$ cat config.mk
export PLATFORM = sky130hd
export DESIGN_NAME = input_capture_unit
export DESIGN_NICKNAME = d
export VERILOG_FILES = /design/src/rtl/icu_pkg.sv /design/src/rtl/icu_edge_detect.sv /design/src/rtl/icu_channel.sv /design/src/rtl/icu_regs.sv /design/src/rtl/input_capture_unit.sv
export SDC_FILE = /design/constraint.sdc
export NUM_CORES = 1
export LEC_CHECK = 0
export ABC_AREA = 1
export ABC_CLOCK_PERIOD_IN_PS = 1950
export CAP_MARGIN = 20
export CORE_UTILIZATION = 35
export DETAILED_ROUTE_END_ITERATION = 10
export DONT_BUFFER_PORTS = 1
export PLACE_DENSITY = 0.47
export SYNTH_ARGS = -nofsm -noshare
export SYNTH_HDL_FRONTEND = slang
export SYNTH_HIERARCHICAL = 1
export SYNTH_SLANG_ARGS = --single-unit
$ cat constraint.sdc
create_clock -name clk -period 1.95 [get_ports clk]
set_clock_uncertainty 0.1 [all_clocks]
set_input_delay 0.195 -clock clk [delete_from_list [all_inputs] [get_ports clk]]
set_output_delay 0.195 -clock clk [all_outputs]
set_load 0.01 [all_outputs]
$ cat src/rtl/icu_pkg.sv
package icu_pkg;

   localparam int unsigned FIELD_W   = 3;
   localparam int unsigned ADR_CTRL  = 0;
   localparam int unsigned ADR_STAT  = 1;
   localparam int unsigned ADR_CAP0  = 2;

   // one channel's control field; rise enable sits in the lowest bit
   typedef struct packed {
      logic flag_en;
      logic fall_en;
      logic rise_en;
   } chan_ctrl_t;

endpackage

$ cat src/rtl/icu_edge_detect.sv
module icu_edge_detect #(
   parameter int unsigned SYNC_STAGES = 2
) (
   input  logic clk,
   input  logic rst_n,
   input  logic pin_i,
   output logic rise_o,
   output logic fall_o
);

   logic level;
   logic level_d;

   generate
      if (SYNC_STAGES == 0) begin : g_direct
         assign level = pin_i;
      end else begin : g_chain
         logic [SYNC_STAGES-1:0] sync_q;
         always_ff @(posedge clk or negedge rst_n) begin
            if (!rst_n) begin
               sync_q <= '0;
            end else begin
               sync_q[0] <= pin_i;
               for (int i = 1; i < int'(SYNC_STAGES); i++) begin
                  sync_q[i] <= sync_q[i-1];
               end
            end
         end
         assign level = sync_q[SYNC_STAGES-1];
      end
   endgenerate

   always_ff @(posedge clk or negedge rst_n) begin
      if (!rst_n) begin
         level_d <= 1'b0;
      end else begin
         level_d <= level;
      end
   end

   assign rise_o = level & ~level_d;
   assign fall_o = ~level & level_d;

endmodule

$ cat src/rtl/icu_channel.sv
module icu_channel
   import icu_pkg::*;
#(
   parameter int unsigned CNT_W = 32
) (
   input  logic             clk,
   input  logic             rst_n,
   input  chan_ctrl_t       ctrl_i,
   input  logic             rise_i,
   input  logic             fall_i,
   input  logic [CNT_W-1:0] cnt_i,
   input  logic             clr_i,
   output logic             load_o,
   output logic             flag_o,
   output logic [CNT_W-1:0] cap_o
);

   logic [CNT_W-1:0] cap_q;
   logic             flag_q;

   assign load_o = (rise_i & ctrl_i.rise_en) | (fall_i & ctrl_i.fall_en);

   always_ff @(posedge clk or negedge rst_n) begin
      if (!rst_n) begin
         cap_q <= '0;
      end else if (load_o) begin
         cap_q <= cnt_i;
      end
   end

   // a new flagged event wins over a clear on the same edge
   always_ff @(posedge clk or negedge rst_n) begin
      if (!rst_n) begin
         flag_q <= 1'b0;
      end else if (load_o && ctrl_i.flag_en) begin
         flag_q <= 1'b1;
      end else if (clr_i) begin
         flag_q <= 1'b0;
      end
   end

   assign cap_o  = cap_q;
   assign flag_o = flag_q;

endmodule

$ cat src/rtl/icu_regs.sv
module icu_regs
   import icu_pkg::*;
#(
   parameter int unsigned NUM_CH = 4,
   parameter int unsigned CNT_W  = 32,
   parameter int unsigned DATA_W = 32,
   parameter int unsigned ADDR_W = 4
) (
   input  logic                    clk,
   input  logic                    rst_n,
   input  logic                    wr_en_i,
   input  logic [ADDR_W-1:0]       addr_i,
   input  logic [DATA_W-1:0]       wdata_i,
   input  logic [NUM_CH-1:0]       flag_i,
   input  logic [NUM_CH*CNT_W-1:0] cap_i,
   output logic [FIELD_W*NUM_CH-1:0] ctrl_o,
   output logic [NUM_CH-1:0]       clr_o,
   output logic [DATA_W-1:0]       rdata_o
);

   localparam int unsigned CTRL_W = FIELD_W * NUM_CH;

   generate
      if (CTRL_W > DATA_W) begin : g_bad_ctrl
         $error("control fields do not fit the data word");
      end
      if (CNT_W > DATA_W) begin : g_bad_cnt
         $error("counter is wider than the data word");
      end
      if ((ADR_CAP0 + NUM_CH) > (2 ** ADDR_W)) begin : g_bad_addr
         $error("address width too small for the register map");
      end
   endgenerate

   logic [CTRL_W-1:0] ctrl_q;
   logic              hit_ctrl;
   logic              hit_stat;
   logic              unused_wdata;

   assign hit_ctrl     = (addr_i == ADDR_W'(ADR_CTRL));
   assign hit_stat     = (addr_i == ADDR_W'(ADR_STAT));
   assign unused_wdata = ^wdata_i;

   always_ff @(posedge clk or negedge rst_n) begin
      if (!rst_n) begin
         ctrl_q <= '0;
      end else if (wr_en_i && hit_ctrl) begin
         ctrl_q <= wdata_i[CTRL_W-1:0];
      end
   end

   assign clr_o  = (wr_en_i && hit_stat) ? wdata_i[NUM_CH-1:0] : '0;
   assign ctrl_o = ctrl_q;

   always_comb begin
      rdata_o = '0;
      if (hit_ctrl) begin
         rdata_o = DATA_W'(ctrl_q);
      end else if (hit_stat) begin
         rdata_o = DATA_W'(flag_i);
      end else begin
         for (int n = 0; n < int'(NUM_CH); n++) begin
            if (addr_i == ADDR_W'(ADR_CAP0 + n)) begin
               rdata_o = DATA_W'(cap_i[n*CNT_W +: CNT_W]);
            end
         end
      end
   end

endmodule

$ cat src/rtl/input_capture_unit.sv
module input_capture_unit
   import icu_pkg::*;
#(
   parameter int unsigned NUM_CH      = 4,
   parameter int unsigned CNT_W       = 32,
   parameter int unsigned DATA_W      = 32,
   parameter int unsigned ADDR_W      = 4,
   parameter int unsigned SYNC_STAGES = 2
) (
   input  logic              clk,
   input  logic              rst_n,
   input  logic [NUM_CH-1:0] cap_pin_i,
   input  logic [CNT_W-1:0]  cnt_i,
   input  logic              wr_en_i,
   input  logic [ADDR_W-1:0] addr_i,
   input  logic [DATA_W-1:0] wdata_i,
   output logic [DATA_W-1:0] rdata_o,
   output logic              irq_o
);

   localparam int unsigned CTRL_W = FIELD_W * NUM_CH;

   generate
      if (NUM_CH == 0) begin : g_bad_nch
         $error("at least one channel is required");
      end
   endgenerate

   logic [CTRL_W-1:0]       ctrl_v;
   logic [NUM_CH-1:0]       clr_v;
   logic [NUM_CH-1:0]       flag_v;
   logic [NUM_CH-1:0]       load_v;
   logic [NUM_CH-1:0]       rise_v;
   logic [NUM_CH-1:0]       fall_v;
   logic [NUM_CH*CNT_W-1:0] cap_flat;

   icu_regs #(
      .NUM_CH (NUM_CH),
      .CNT_W  (CNT_W),
      .DATA_W (DATA_W),
      .ADDR_W (ADDR_W)
   ) u_regs (
      .clk     (clk),
      .rst_n   (rst_n),
      .wr_en_i (wr_en_i),
      .addr_i  (addr_i),
      .wdata_i (wdata_i),
      .flag_i  (flag_v),
      .cap_i   (cap_flat),
      .ctrl_o  (ctrl_v),
      .clr_o   (clr_v),
      .rdata_o (rdata_o)
   );

   generate
      for (genvar n = 0; n < int'(NUM_CH); n++) begin : g_ch
         icu_edge_detect #(
            .SYNC_STAGES (SYNC_STAGES)
         ) u_edge (
            .clk    (clk),
            .rst_n  (rst_n),
            .pin_i  (cap_pin_i[n]),
            .rise_o (rise_v[n]),
            .fall_o (fall_v[n])
         );

         icu_channel #(
            .CNT_W (CNT_W)
         ) u_chan (
            .clk    (clk),
            .rst_n  (rst_n),
            .ctrl_i (chan_ctrl_t'(ctrl_v[n*FIELD_W +: FIELD_W])),
            .rise_i (rise_v[n]),
            .fall_i (fall_v[n]),
            .cnt_i  (cnt_i),
            .clr_i  (clr_v[n]),
            .load_o (load_v[n]),
            .flag_o (flag_v[n]),
            .cap_o  (cap_flat[n*CNT_W +: CNT_W])
         );
      end
   endgenerate

   assign irq_o = |flag_v;

endmodule

; Word level (Yosys, flattened, before mapping)
; Index checks and enable logic that the tools add are counted.
[word_totals]
ff_bits = 156
in_bits = 75
output_inout_bits = 33
elab_cells = 77
[op_classes]
eq_ne = 5
muxes = 15
bitwise = 28
n_reduce_logical = 12
[ops]
columns = operator, count
row1 = 32-bit two-way mux, 6
row2 = 1-bit bitwise AND, 16
row3 = "4-bit by 2-bit equality test with 1-bit output, second input constant", 2
row4 = "4-bit by 3-bit equality test with 1-bit output, second input constant", 2
row5 = 1-bit two-way mux, 8
row6 = 1-bit NOT, 8
row7 = 2-bit nonzero test, 4
row8 = 1-bit logical AND, 6
row9 = "4-bit by 1-bit equality test with 1-bit output, second input constant", 1
row10 = 4-bit zero test, 1
row11 = 4-bit two-way mux, 1
row12 = 1-bit bitwise OR, 4
row13 = 4-bit OR reduction, 1

; Longest topological paths before layout
[logic_depth]
depth_word = 7
depth_mapped = 8
ltp_nobuf = 8

; Cells and area by module
; The synthesis kept the hierarchy.
[by_module_without_submodules]
columns = mod, n_inst, cells_each, area_per_inst_um2, seq_area_each_um2
row1 = icu_channel, 4, 145, 1353.8, 825.8
row2 = icu_regs, 1, 298, 1674.1, 300.3
row3 = icu_edge_detect, 4, 7, 90.1, 75.1
row4 = input_capture_unit, 1, 3, 11.3, 0.0

; Worst setup path after synthesis
; Ideal clock, no wire load.
[synth_timing]
kind = input-to-output
start = in addr_i[2]
end = out rdata_o[12]
arrival_time_ps = 1188
t_required_ps = 1655
setup_slack_ps = 467
stages = 4
path_buffers = 1
cell_sequence = nor2_1 > clkbuf_1 > nand3_1 > a31oi_1
[synth_between]
elab_chain_cells = 7
word_cells_on_any_way = 12
cone_classes = eq/ne (5) / mux (6) / reduce/logical (1)
[synth_lines]
columns = element, line
row1 = start: declaration, input_capture_unit.sv:15  ; input logic [ADDR_W-1:0] addr_i,
row2 = 4-bit by 2-bit equality test with 1-bit output, icu_regs.sv:63  ; if (addr_i == ADDR_W'(ADR_CAP0 + n)) begin
row3 = 32-bit two-way mux (4 in series), icu_regs.sv:63
row4 = 32-bit two-way mux, icu_regs.sv:59  ; end else if (hit_stat) begin
row5 = 32-bit two-way mux *, icu_regs.sv:57  ; if (hit_ctrl) begin
row6 = end: declaration, input_capture_unit.sv:17  ; output logic [DATA_W-1:0] rdata_o,
; Mark *: on every way between the ends. The rest lies on a longest branch, timed or not.

; Worst setup path in the final report
[layout_timing]
start = in addr_i[2]
end = out rdata_o[5]
; The elaborated chain is that of the path after synthesis.

==> results.sh <==
export IMPL_die_x_um=148
export IMPL_ioPinCount=108
export IMPL_grt_usage=0.230
export IMPL_setup_viol=0
export IMPL_yosys_warnings=6
export IMPL_initial_utilization=0.356
export IMPL_synth_avg_cell_area_um2=8.21
export IMPL_wl_um=23700
export IMPL_drc_errors=1
export IMPL_drive_above_1_share=0.0761
export IMPL_cts_tree="built"
export IMPL_timing_final_crit_share=0.817
export IMPL_maxSlewHeadroom=0.619
export IMPL_synth_cell_types=23
export IMPL_violations="design-rule violations, negative hold slack"
export IMPL_worstPathCellList="inv_1 -> nor2_2 -> buf_4 -> nand2_1 -> buf_12 -> or2_0 -> nand2_1 -> nand2_1"
export IMPL_utilization=0.419
export IMPL_start_kind="input pin"
export IMPL_post_drt_via_cell_ratio=5.17
export IMPL_hold_viol=156
export IMPL_ant_nets=0
export IMPL_worstPathArrival_ns=1.30
export IMPL_n_fill_cell=2175
export IMPL_grt_first_pass_wirelength_um=38000
export IMPL_cpPeakStageDelay_ns=0.21
export IMPL_slowest_stage="or2_0"
export IMPL_clockBufferDepth=2
export IMPL_synth_edf_count=0
export IMPL_antenna_cells=0
export IMPL_cp_num_buf_inv=3
export IMPL_rsz0062_at_grt="no"
export IMPL_max_freq_mhz=628
export IMPL_yosys_most_used_dff="dfrtp_1"
export IMPL_syn_inst=909
export IMPL_dieArea_mm2=0.0219
export IMPL_powerDensity_mw_per_mm2=1210
export IMPL_die_h_um=148
export IMPL_cts_buffers=17
export IMPL_cts_max_level=4
export IMPL_first_global_vias=6514
export IMPL_overflow=0
export IMPL_drt_iter0_drc=448
export IMPL_clk_pin_slew_ns=0.06
export IMPL_gp_congestion=0.736
export IMPL_cts_hold_buffers=56
export IMPL_synth_seq_area_share=0.523
export IMPL_irDropWorstVdd_uv=445
export IMPL_synth_area_mm2=0.00746
export IMPL_fin_nets=1021
export IMPL_syn2layout_area_growth_pct=17.7
export IMPL_wire_per_inst_um=19.2
export IMPL_path_common_cell="nand2_1"
export IMPL_grt_antenna_before_repair=0
export IMPL_fin_hold_ws_ns=-0.635
export IMPL_io_buffers=0
export IMPL_crit_fanout=28
export IMPL_synthArstFlopShare=1.00
export IMPL_tightest_slew_ns=0.570
export IMPL_clockRootBuffer="clkbuf_16"
export IMPL_worstPathRequired_ns=1.65
export IMPL_cts_setup_buffers=0
export IMPL_worstSetupEndpointType="primary output"
export IMPL_ys_ff_latch=156
export IMPL_p_leak_nw=4.25
export IMPL_cts_sinks=156
export IMPL_rows=53
export IMPL_grt_max_degree=157
export IMPL_drt_first_pass_iters=8
export IMPL_final_max_slew_viol_count=0
export IMPL_postSynthNetCount=984
export IMPL_dp_hpwl_um=13400
export IMPL_status="finished, violations left"
export IMPL_worstHoldPathType="in2async"
export IMPL_crit_family="simple AND/OR/NAND/NOR gates"
export IMPL_core_mm2=0.0210
export IMPL_cap_violations=0
export IMPL_fin_setup_tns_ns=0
export IMPL_via_count=6376
export IMPL_fin_crit_ns=1.59
export IMPL_insertion_delay_ns=0.42
export IMPL_worstSetupPathType="in2out"
## cell usage after synthesis, types with 4 or more instances
| master | instances | area share |
|---|---|---|
| nand2_1 | 358 | 0.18 |
| nand3_1 | 184 | 0.12 |
| dfrtp_1 | 156 | 0.52 |
| nor2_1 | 46 | 0.023 |
| o211ai_1 | 28 | 0.028 |
| inv_1 | 23 | 0.012 |
| buf_2 | 21 | 0.014 |
| a31oi_1 | 20 | 0.017 |
| buf_4 | 13 | 0.013 |
| clkbuf_1 | 13 | 0.0065 |
| buf_6 | 8 | 0.012 |
| or2_0 | 8 | 0.0067 |
| nand2_2 | 5 | 0.0042 |
| buf_8 | 4 | 0.0080 |
| nand2_4 | 4 | 0.0060 |
| nand2_8 | 4 | 0.011 |
| nand4_1 | 4 | 0.0034 |
## cell families (layout without fill, tap and decap cells)
logic type,count (synthesis),after routing,synth area share
compound gates,52,52,0.0476
buf+inv,84,134,0.0664
flops,156,156,0.523
simple gates,617,617,0.363
## worst reg2reg max path, stage by stage (launching register included)
cell and delay [ns]:
dfrtp_1 0.39, nor2_1 0.21, nand2_4 0.25, nand2_8 0.35
nand2_1 0.10, nand2_1 0.08
## what timing repair did
| action | 4_1_cts | 5_1_grt |
|---|---|---|
| hold endpoints to repair | 304 | 156 |
| endpoints found under the setup margin | 0 | 0 |
| gates resized for setup | 0 | 0 |
## worst paths after layout
path                                                   from                          endpoint  slack [ns]  cells past startpoint
hold reg to reg            g_ch[3].u_edge/g_chain.sync_q[0]  g_ch[3].u_edge/g_chain.sync_q[1]        0.25                      0
min in group clk                                    wr_en_i             g_ch[3].u_chan/flag_o        0.03                      5
setup reg to reg           g_ch[0].u_edge/g_chain.sync_q[1]          g_ch[0].u_chan/cap_o[11]        0.41                      5
hold / removal                                        rst_n                  u_regs/ctrl_o[9]       -0.63                      0
max in group asynchronous                             rst_n           g_ch[2].u_chan/cap_o[3]        2.10                      0
setup / recovery                                  addr_i[2]                        rdata_o[5]        0.36                      8
## cell type report
class	instances	area, um^2	share of cell area
Clock inverter	10	114	0.0130
Timing Repair Buffer	77	781	0.0889
Tap cell	275	344	0.0392
Multi-Input combinational cell	669	3070	0.350
Clock buffer	22	474	0.0540
Sequential cell	156	3900	0.445
Inverter	25	93.8	0.0107
## placed cells by master (no fill, tap or decap)
cell type,netlist,final
buf_12,0,5
inv_6,0,1
inv_2,2,2
nand2_4,4,4
clkbuf_16,0,17
a31oi_1,20,20
nand4_1,4,4
nand2_8,4,4
nor2_1,46,43
o21ai_0,2,2
nand2_1,358,358
clkinvlp_4,0,4
dlygate4sd3_1,0,56
dfrtp_1,156,156
clkbuf_8,0,3
inv_1,23,23
o211ai_1,28,28
o21ai_1,2,2
clkinv_2,0,3
or2_0,8,8
nor2_4,1,1
nand3_1,184,184
nor2_2,1,4
bufinv_16,0,2
nand2_2,5,5
nor3_2,2,2
clkbuf_1,13,2
buf_4,13,16
## power breakdown
part | internal (W) | switching [W]
Clock | 0.00199 | 0.00135
Sequential | 0.00447 | 0.000691
Combinational | 0.000901 | 0.00120
Total | 0.00735 | 0.00324
## per-layer routing
metal  global-route usage  vias up  routed length [um]
li1                     -     3047                   -
met1                0.300     3146               10700
met2                0.385      158               11600
met3               0.0472       25                1210
met4               0.0613        0                 267
met5                    0        -                   0
## sequential cells by signal, indices dropped and copies added, names as in the netlist
signal and flops:
g_ch.u_edge/g_chain.sync_q 8, g_ch.u_edge/level_d 4, g_ch.u_chan/cap_o 128, u_regs/ctrl_o 12
g_ch.u_chan/flag_o 4
## metrics by stage
step | area (um^2) | std cells | setup WS (ns) | hold WS [ns] | power, W
finish | 8780 | 1234 | 0.357 | -0.635 | 0.0106
global route | 8780 | 1234 | 0.287 | -0.657 | 0.0113
floorplan | 7460 | 909 | 0.467 | -0.201 | 0.00670
global placement | 7630 | 1146 | 0.344 | -0.195 | 0.00714
CTS | 8780 | 1234 | 0.345 | -0.646 | 0.0107
detailed placement | 7630 | 1146 | 0.347 | -0.193 | 0.00719
No activity file was read; power rests on OpenSTA's default activity.
